--- src/rtl/dsp_mac_guard.sv ---
module dsp_mac_guard #(
  parameter int IN_W  = 17,
  parameter int VAL_W = 32,
  parameter int GRD_W = 8
) (
  input  logic                          clk,
  input  logic                          rst_n,
  input  logic                          in_valid,
  input  logic [2:0]                    op_in,
  input  logic [IN_W-1:0]               a_in,
  input  logic [IN_W-1:0]               b_in,
  output logic [VAL_W+GRD_W-1:0]        acc_q,
  output logic [$clog2(VAL_W+GRD_W)-1:0] exp_q
);
  localparam int ACC_W  = VAL_W + GRD_W;
  localparam int PROD_W = 2 * IN_W;
  localparam int EXT_W  = ACC_W - PROD_W;
  localparam int EXP_W  = $clog2(ACC_W);

  localparam logic [2:0] OP_CLR = 3'd0;
  localparam logic [2:0] OP_LD  = 3'd1;
  localparam logic [2:0] OP_MAC = 3'd2;
  localparam logic [2:0] OP_MSU = 3'd3;
  localparam logic [2:0] OP_SAT = 3'd4;
  localparam logic [2:0] OP_EXP = 3'd5;

  localparam logic [ACC_W-1:0] SAT_HI = {{(GRD_W+1){1'b0}}, {(VAL_W-1){1'b1}}};
  localparam logic [ACC_W-1:0] SAT_LO = {{(GRD_W+1){1'b1}}, {(VAL_W-1){1'b0}}};

  logic signed [PROD_W-1:0] prod;
  logic [ACC_W-1:0] prod_x, acc_d, sat_v;
  logic [EXP_W-1:0] rsb;
  logic in_rng;

  assign prod   = $signed(a_in) * $signed(b_in);
  assign prod_x = {{EXT_W{prod[PROD_W-1]}}, prod};

  assign in_rng = (acc_q[ACC_W-1:VAL_W-1] == '0) || (acc_q[ACC_W-1:VAL_W-1] == '1);
  assign sat_v  = in_rng ? acc_q : (acc_q[ACC_W-1] ? SAT_LO : SAT_HI);

  always_comb begin
    logic done;
    rsb  = '0;
    done = 1'b0;
    for (int i = ACC_W - 2; i >= 0; i--) begin
      if (!done) begin
        if (acc_q[i] == acc_q[ACC_W-1]) rsb = rsb + 1'b1;
        else done = 1'b1;
      end
    end
  end

  always_comb begin
    acc_d = acc_q;
    case (op_in)
      OP_CLR: acc_d = '0;
      OP_LD:  acc_d = prod_x;
      OP_MAC: acc_d = acc_q + prod_x;
      OP_MSU: acc_d = acc_q - prod_x;
      OP_SAT: acc_d = sat_v;
      default: acc_d = acc_q;
    endcase
  end

  always_ff @(posedge clk or negedge rst_n) begin
    if (!rst_n) begin
      acc_q <= '0;
      exp_q <= '0;
    end else if (in_valid) begin
      acc_q <= acc_d;
      if (op_in == OP_EXP) exp_q <= rsb;
    end
  end


  clr_zero_chk: assert property (@(posedge clk) disable iff (!rst_n)
    (in_valid && op_in == OP_CLR) |=> (acc_q == '0));


  mac_sum_chk: assert property (@(posedge clk) disable iff (!rst_n)
    (in_valid && op_in == OP_MAC) |=> (acc_q == $past(acc_q) + $past(prod_x)));


  sat_range_chk: assert property (@(posedge clk) disable iff (!rst_n)
    (in_valid && op_in == OP_SAT) |=>
      ($signed(acc_q) <= $signed(SAT_HI) && $signed(acc_q) >= $signed(SAT_LO)));


  exp_keeps_acc_chk: assert property (@(posedge clk) disable iff (!rst_n)
    (in_valid && op_in == OP_EXP) |=> $stable(acc_q));


  exp_bound_chk: assert property (@(posedge clk) disable iff (!rst_n)
    exp_q <= EXP_W'(ACC_W - 1));


  idle_hold_chk: assert property (@(posedge clk) disable iff (!rst_n)
    !in_valid |=> ($stable(acc_q) && $stable(exp_q)));

endmodule

--- config.mk ---
export PLATFORM = sky130hd
export DESIGN_NAME = dsp_mac_guard
export DESIGN_NICKNAME = d
export VERILOG_FILES = /design/src/rtl/dsp_mac_guard.sv
export SDC_FILE = /design/constraint.sdc
export NUM_CORES = 1
export LEC_CHECK = 0
export ABC_AREA = 0
export CAP_MARGIN = 20
export CELL_PAD_IN_SITES_DETAIL_PLACEMENT = 1
export CELL_PAD_IN_SITES_GLOBAL_PLACEMENT = 2
export CORE_ASPECT_RATIO = 0.6
export CORE_MARGIN = 1
export CORE_UTILIZATION = 30
export DETAILED_ROUTE_END_ITERATION = 10
export PLACE_DENSITY = 0.78
export RECOVER_POWER = 25
export REMOVE_ABC_BUFFERS = 1
export SETUP_SLACK_MARGIN = 0.02
export SYNTH_ARGS = -nofsm -noshare
export SYNTH_HDL_FRONTEND = slang
export SYNTH_SLANG_ARGS = --single-unit
--- constraint.sdc ---
create_clock -name clk -period 42.3 [get_ports clk]
set_input_delay 4.23 -clock clk [delete_from_list [all_inputs] [get_ports clk]]
set_output_delay 4.23 -clock clk [all_outputs]
set_load 0.01 [all_outputs]
## Word-level counts from Yosys, hierarchy flattened

Index checks and enable logic that the tools add are counted.

| operators by class | value |
|---|---|
| add/sub/neg operators | 40 |
| multipliers | 1 |
| eq/ne operators | 46 |
| multiplexer cells | 155 |
| reductions and logical operators | 6 |

Operators with widths:

| operator | number |
|---|---|
| 2-to-1 mux 6 bit | 74 |
| adder 6 x 1 -> 6 bit, second input constant | 37 |
| one-hot mux 40 bit (5 select lines) | 1 |
| 2-to-1 mux 40 bit | 2 |
| 2-to-1 mux 1 bit | 76 |
| adder 40 bit | 1 |
| subtractor 40 bit | 1 |
| == test 1 bit | 39 |
| multiplier 17 x 17 -> 34 bit | 1 |
| == test 9 bit, second input constant | 1 |
| zero test 9 bit | 1 |
| == test 3 x 2 -> 1 bit, second input constant | 2 |
| == test 3 bit, second input constant | 2 |
| nonzero test 5 bit | 1 |
| 2-to-1 mux 2 bit | 2 |
| == test 3 x 1 -> 1 bit, second input constant | 1 |
| zero test 3 bit | 1 |
| AND reduction 3 bit | 1 |
| adder 1 x 1 -> 2 bit, second input constant | 1 |
| inequality test 2 bit, second input constant | 1 |
| AND reduction 2 bit | 1 |
| logical OR 1 bit | 1 |

| storage, ports and cells | value |
|---|---|
| register bits after elaboration | 46 |
| input bits | 40 |
| output and inout bits | 46 |
| logic and storage cells | 250 |

## Depth between registers and ports, before layout

Gate-level depths: netlist (run 1).

| depth | value |
|---|---|
| depth in word-level cells | 116 |
| depth in mapped cells | 116 |
| depth with buffers taken out | 113 |

## Least setup slack after synthesis (run 1)

OpenSTA, ideal clock, no wires.

| path | value |
|---|---|
| kind | register to register |
| start point | register acc_q[39] |
| end point | register exp_q[4] |
| library setup time | 0.131 ns |
| data arrival time | 18.032 ns |
| required time | 42.169 ns |
| slack | 24.137 ns |
| stages on the path, launching flop included | 116 |
| path buffers | 3 |
| period minus slack after synthesis | 18.163 ns |
| cells stage by stage | dfrtp_1 -> buf_6 -> buf_2 -> buf_2 -> nor2_1 -> o21ai_0 -> nand2b_1 -> ha_1 -> o21a_1 -> ha_1 -> nand2_1 -> nand2_1 -> ha_1 -> inv_1 -> o31ai_1 -> o2111ai_1 -> o21a_1 -> ha_1 -> (+80 left out) -> nor2_1 -> nor2_1 -> ha_1 -> mux2i_1 -> a21oi_1 -> ha_1 -> nand2b_1 -> xnor2_1 -> nor2_1 -> xnor2_1 -> nor2_1 -> nand2b_1 -> mux2_2 -> o221ai_1 -> nand2_1 -> o21ai_1 -> xnor2_1 -> o21ai_1 |

| between the ends | value |
|---|---|
| word-level cells in the longest chain between the ends | 116 |
| elaborated cells on any way between the ends | 229 |
| those cells by class | 38 x add/sub; 39 x eq/ne; 152 x mux |

Ends and longest elaborated chain:

| item | line | RTL |
|---|---|---|
| start, declared | 12 | `output logic [VAL_W+GRD_W-1:0] acc_q,` |
| start signal, assigned | 67 | `acc_q <= '0;` |
| start signal, assigned | 70 | `acc_q <= acc_d;` |
| == test 1 bit | 47 | `if (acc_q[i] == acc_q[ACC_W-1]) rsb = rsb + 1'b1;` |
| 2-to-1 mux 1 bit | 47 |  |
| adder 1 x 1 -> 2 bit | 47 |  |
| 2-to-1 mux 2 bit | 47 |  |
| 2-to-1 mux 2 bit | 46 | `if (!done) begin` |
| adder 6 x 1 -> 6 bit | 47 |  |
| 2-to-1 mux 6 bit | 47 |  |
| 2-to-1 mux 6 bit | 46 |  |
| (+100 left out) | n/a |  |
| 2-to-1 mux 6 bit | 47 |  |
| 2-to-1 mux 6 bit | 46 |  |
| adder 6 x 1 -> 6 bit | 47 |  |
| 2-to-1 mux 6 bit | 47 |  |
| 2-to-1 mux 6 bit | 46 |  |
| adder 6 x 1 -> 6 bit | 47 |  |
| 2-to-1 mux 6 bit | 47 |  |
| 2-to-1 mux 6 bit (*) | 46 |  |
| end signal, assigned | 71 | `if (op_in == OP_EXP) exp_q <= rsb;` |
| end, declared | 13 | `output logic [$clog2(VAL_W+GRD_W)-1:0] exp_q` |

Every way passes the cells marked *; elsewhere a longest branch is shown, timed or not.
A chain may end at the register's enable or synchronous reset.

## Final worst setup path (run 1)

Ends and elaborated chain as after synthesis.

==> results of run 1 <==
[layout by cell type, fill, tap and decap left out, types with 10 or more instances in the layout]
| master | n |
|---|---|
| o21ai_0 | 113 |
| nor4_1 | 14 |
| a221oi_1 | 16 |
| nand2b_1 | 50 |
| buf_4 | 30 |
| a31oi_1 | 12 |
| o21a_1 | 23 |
| a21boi_0 | 18 |
| fa_1 | 297 |
| o211ai_1 | 18 |
| nor3_1 | 67 |
| clkdlybuf4s50_1 | 84 |
| xor2_1 | 59 |
| inv_1 | 345 |
| o21bai_1 | 18 |
| a211oi_1 | 26 |
| o31a_1 | 10 |
| ha_1 | 161 |
| nand2_1 | 340 |
| nor2b_1 | 28 |
| a21o_1 | 17 |
| o31ai_1 | 10 |
| o22ai_1 | 11 |
| dfrtp_1 | 45 |
| or3_1 | 23 |
| nor2_1 | 143 |
| and2_1 | 140 |
| nand3_1 | 41 |
| xnor2_1 | 116 |
| a21oi_1 | 120 |
| and3_1 | 21 |
| mux2i_1 | 24 |
[synthesized netlist by cell type (10+ instances only)]
cell      instances  area (um2)
a21oi_1         120         601
and2_1          140         876
or3_1            23         144
xor2_1           59         517
o21ai_0         113         566
dfrtp_1          46        1150
a211oi_1         26         195
and3_1           21         131
inv_1           345        1290
o31ai_1          10        75.1
a31oi_1          12        75.1
mux2i_1          24         240
nand2_1         340        1280
o22ai_1          11        68.8
nor2_1          144         541
nor3_1           67         335
nor4_1           14        87.6
o31a_1           10        87.6
xnor2_1         116        1020
o21bai_1         18         135
a21boi_0         18         135
a21o_1           17         128
a221oi_1         16         140
ha_1            161        2010
o211ai_1         18         135
o21a_1           23         173
nor2b_1          29         181
nand2b_1         50         313
fa_1            297        5950
nand3_1          41         205
clkbuf_1         89         334
[through the flow]
stage | std cells | cell area (um2) | hold slack (ns) | utilization | setup WS, ns
floorplan | 2523 | 20700 | 0.516 | - | 22.51
global placement | 3550 | 22900 | 0.472 | 0.333 | 22.01
detailed placement | 3551 | 22900 | 0.481 | 0.333 | 21.00
CTS | 3559 | 23100 | 0.511 | 0.336 | 20.92
global route | 3561 | 23100 | 0.567 | 0.336 | 18.96
finish | 3561 | 23100 | 0.509 | 0.336 | 20.70
[worst paths after layout]
check | startpoint | end | cells past startpoint
worst max-delay path | acc_q[39] | exp_q[4] | 111
worst min-delay path | exp_q[3] | exp_q[3] | 2
worst max register to register | acc_q[39] | exp_q[4] | 111
worst min register to register | exp_q[3] | exp_q[3] | 2
max in group asynchronous | rst_n | acc_q[39] | 2
min in group asynchronous | rst_n | acc_q[36] | 2
[flip-flops by register name, summed over array words and instances (netlist names)]
| register | cells |
|---|---|
| acc_q | 40 |
| exp_q | 6 |
[worst register-to-register path: cells and delay by family (launching register included)]
| family | cells | cell delay [ns] |
|---|---|---|
| compound gates | 38 | 7.21 |
| buf+inv | 3 | 0.23 |
| mux | 7 | 1.50 |
| flops | 1 | 0.66 |
| fa+ha+maj | 18 | 5.41 |
| simple gates | 39 | 5.28 |
| xor+xnor | 6 | 1.17 |
[kinds of logic (layout without fill, tap and decap cells)]
kind of cell               count (synthesis)  count (layout)  share of synthesized area
other                                      1               1                   0.000178
xor gates and xnor gates                 193             193                     0.0899
adders and majority gates                458             458                      0.377
and+or+nand+nor                          933             933                      0.218
muxes                                     33              33                     0.0162
DFF                                       46              46                     0.0545
AOI/OAI and AO/OA                        513             513                      0.162
buffers and inverters                    453             472                     0.0819
[cell type report]
class                      instances  area share
inverter                         346      0.0561
clock buffer                       5     0.00541
sequential                        46      0.0499
multi-input combinational       2131       0.789
tap                              912      0.0493
clock inverter                     3     0.00297
timing repair buffer             118      0.0473
[routing by layer]
layer	GRT usage	vias to the layer above	share of wire
li1	-	8771	-
met1	0.297	9724	0.51
met2	0.310	306	0.44
met3	0.0220	30	0.038
met4	0.0168	0	0.0060
met5	0	-	0
==> summary.md, run 1 <==
| Metric | Value |
|---|---|
| Outcome | `finished, violations left` |
| Violated checks | `max-capacitance violations, max-slew violations` |
| Setup violators final | `0` |
| Diodes inserted | `0` |
| Remaining global-route overflow | `0` |
| Setup TNS | `0 ns` |
| H-tree depth | `2` |
| Row cnt | `74` |
| TritonRoute pass-1 iters | `5` |
| Vias | `18831` |
| Worst Path Buf+Inv | `3` |
| Antenna Nets Post-Route | `0` |
| Cell family with most CP delay | `compound AO/OA/AOI/OAI gates` |
| RSZ-0062 raised after global routing | `false` |
| Die height | `208 um` |
| Mean Syn Cell Area | `8.03 um2` |
| Final Skew | `0.0140 ns` |
| Largest net degree at the start of global routing | `70` |
| CP arrival | `approximately 22 ns` |
| Fillcell total | `roughly 8300` |
| Post-Syn Area | `about 21000 um2` |
| CTS Sinks | `46` |
| Crit path top cell by count | `ha_1` |
| Clk slew on worst S/H paths | `approximately 0.08 ns` |
| Period minus WS final | `roughly 22 ns` |
| Maxcap violations | `1` |
| WS Path Type | `reg2reg` |
| WP data required | `42.48 ns` |
| Sequential cell area fraction in the yosys report | `0.0545` |
| WL/cell | `around 19 um` |
| CP startpoint kind | `flop` |
| Root Buffer | `clkbuf_16` |
| Fin crit share | `0.511` |
| Share of layout cells above drive strength 1 | `0.0389` |
| Worst Hold Class | `reg2reg` |
| First-pass GRT wire length | `113000 um` |
| Port Buffers | `85` |
| Synth Warn # | `0` |
| Max-slew headroom | `-0.798` |
| Least-Margin Pin Slew | `2.70 ns` |
| Drt via density | `roughly 5.3` |
| Initial Util | `0.307` |
| Post-DP HPWL | `56600 um` |
| CP Capture Type | `flop` |
| CTS tree | `built` |
| I/O pins | `86` |
| Final GP Congestion | `about 0.87` |
| Setup bufs post-CTS | `0` |
| Core Region | `68800 um2` |
| Hold buffer count at CTS | `0` |
| Nets | `3146` |
| Post-synth cell types | `95` |
| Clk buf depth | `2` |
| Initial antenna violation count | `1` |
| Residual DRC | `0` |
| DR iter-0 viols | `858` |
| PostCTS Resize Cnt | `0` |
| Num CTS Buffers | `5` |
| Highest clock rate | `around 0.046 GHz` |
| Slew Viols, Final | `47` |
| Die W | `345 um` |
| Gate Count Post-Synth | `2630` |
| Post-synthesis register bit count | `46` |
| Final hold viol count | `0` |
| R2r setup slk | `20.70 ns` |
| Storage cell area | `1150 um2` |
| Fraction of registers with async set/reset | `1.00` |
| CP Max Fanout | `37` |
| GRT Total Usage | `0.197` |
| Multi-input gate area | `approximately 18000 um2` |
| Die area | `71500 um2` |
| Via count of the first global-routing pass | `20545` |
| Area Growth Syn to Fin | `9.53%` |
| Post-Route WL | `68200 um` |
| Slowest CP cell | `dfrtp_4` |
| Prevailing post-synth register cell | `dfrtp_1` |
| Post-synth EDFFs | `0` |
| Worst-Skew Late Latency | `about 0.32 ns` |
| Crit-path max cell delay | `about 0.66 ns` |
Power of run 1 is left out: the tool's default activity adds up to more than one toggle a clock period on the data nets, which glitch-free logic cannot reach.
==> run 2, diff against run 1 <==
Settings changed: PLACE_DENSITY 0.78 to 0.8.
Clock period 42.3 ns to 19.1 ns, I/O delays scaled along.
==> summary.md, run 2 (synthesis gave the netlist of run 1 again) <==
| Metric | Value |
|---|---|
| Root Buffer | `clkbuf_16` |
| Period minus WS final | `18.07 ns (-3.54 ns)` |
| Post-DP HPWL | `56600 um (about the same)` |
| Outcome | `finished, violations left` |
| Max reg flops | `40 (unchanged)` |
| Cell family with most CP delay | `compound AO/OA/AOI/OAI gates` |
| Clk slew on worst S/H paths | `0.08 ns (about the same)` |
| Worst Hold Class | `reg2reg` |
| Die height | `208 um (unchanged)` |
| Maxcap violations | `1 (unchanged)` |
| I/O pins | `86 (unchanged)` |
| Largest net degree at the start of global routing | `81 (+16%)` |
| H-tree depth | `2 (unchanged)` |
| Violated checks | `max-capacitance violations, max-slew violations` |
| Storage cell area | `1160 um2 (+0.32%)` |
| WL/cell | `19.2 um (+0.41%)` |
| Setup violators final | `0 (unchanged)` |
| Die W | `345 um (unchanged)` |
| Crit path top cell by count | `ha_1` |
| Setup TNS | `0 ns (unchanged)` |
| Multi-input gate area | `18600 um2 (+2.0%)` |
| Max-slew headroom | `-0.925 (-0.127)` |
| Initial antenna violation count | `0 (-1)` |
| Slew Viols, Final | `47 (unchanged)` |
| Diodes inserted | `0 (unchanged)` |
| CP startpoint kind | `flop` |
| Post-Route WL | `69400 um (+1.7%)` |
| Vias | `18992 (+0.85%)` |
| CP arrival | `18.23 ns (-3.55 ns)` |
| Final hold viol count | `0 (unchanged)` |
| Largest reg by FF count | `acc_q` |
| Least-Margin Pin Slew | `2.89 ns (+0.190 ns)` |
| CTS tree | `built` |
| Area Growth Syn to Fin | `12.8%` |
| DR iter-0 viols | `991 (+16%)` |
| CP Capture Type | `flop` |
| Clk buf depth | `2 (unchanged)` |
| Die area | `71500 um2 (unchanged)` |
| Final Skew | `0.0152 ns (+0.00118 ns)` |
| Share of layout cells above drive strength 1 | `0.0787 (+0.0398)` |
| GRT Total Usage | `0.198 (+0.000823)` |
| Core Region | `68800 um2 (unchanged)` |
| Drt via density | `5.27 (-0.43%)` |
| Worst-Skew Late Latency | `0.31 ns (about the same)` |
| Final GP Congestion | `0.875 (+0.57%)` |
| Highest clock rate | `0.0554 GHz (+20%)` |
| Highest-count cells in the layout ignoring fill and taps | `344 x inv_1, 336 x nand2_1, 297 x fa_1, 152 x ha_1, 137 x and2_1` |
| Worst Path Buf+Inv | `5 (+2)` |
| Port Buffers | `85 (unchanged)` |
| Num CTS Buffers | `5 (unchanged)` |
| Initial Util | `0.307 (unchanged)` |
| Top Registers | `acc_q: 40 flops, exp_q: 6 flops` |
| TritonRoute pass-1 iters | `5 (unchanged)` |
| Antenna Nets Post-Route | `0 (unchanged)` |
| Remaining global-route overflow | `0 (unchanged)` |
| Nets | `3192 (+1.5%)` |
| Fillcell total | `8205 (-0.98%)` |
| Fin crit share | `0.946 (+0.435)` |
| Most common cell after layout, fill and taps aside | `inv_1` |
| WS Path Type | `reg2reg` |
| WP data required | `19.27 ns (-23.21 ns)` |
| Crit-path max cell delay | `0.50 ns (-0.16 ns)` |
| Slowest CP cell | `dfrtp_4` |
| Row cnt | `74 (unchanged)` |
| Residual DRC | `0 (unchanged)` |
| Via count of the first global-routing pass | `21126 (+2.8%)` |
| Hold buffer count at CTS | `0 (unchanged)` |
| CTS Sinks | `46 (unchanged)` |
| CP Max Fanout | `18 (-51%)` |
| First-pass GRT wire length | `114000 um (+0.66%)` |
[run 2: metal layers]
layer	track usage	routed length, um
met2	0.311	30700
met1	0.290	34500
met5	0	0
met3	0.0323	3570
met4	0.0212	628
[run 2: per-stage QoR]
stage               cell area, um2  setup WS, ns  utilization  hold slack [ns]  instances
global placement             23100         0.213        0.336            0.471       3575
global route                 23800        -0.101        0.346            0.565       3607
detailed placement           23100        -0.874        0.336            0.483       3575
CTS                          23400        0.0305        0.340            0.505       3587
floorplan                    20700        -0.691            -            0.516       2523
finish                       23800          1.03        0.346            0.490       3607
[run 2: final timing paths]
kind,endpoint,cells past startpoint,startpoint,slack [ns]
hold reg to reg,exp_q[1],2,exp_q[1],0.49
setup reg to reg,exp_q[4],113,acc_q[39],1.03
min in group asynchronous,acc_q[35],2,rst_n,2.63
hold / removal,exp_q[1],2,exp_q[1],0.49
max in group asynchronous,acc_q[39],2,rst_n,14.44
setup / recovery,exp_q[4],113,acc_q[39],1.03
[run 2: cell type report]
class	count	share of cell area
Tap cell	912	0.0479
Sequential cell	46	0.0486
Inverter	346	0.0545
Multi-Input combinational cell	2131	0.781
Timing Repair Buffer	164	0.0608
Clock inverter	1	0.00126
Clock buffer	7	0.00556
[run 2: tightest hold or removal path: cells and delay by family (launching register included)]
kind	cells	cell delay, ns
AO/OA/AOI/OAI	1	0.06
flip-flops	1	0.35
AND/OR/NAND/NOR	1	0.05
[run 2: repair_timing]
item                                   CTS  global route
setup buffers                            4            18
endpoints found under the hold margin    0             0
setup endpoints to repair                3             5
pin swaps                                7            51
gates resized for setup                 22            64
gates cloned                             0             0
Power of run 2 is left out for the same reason.
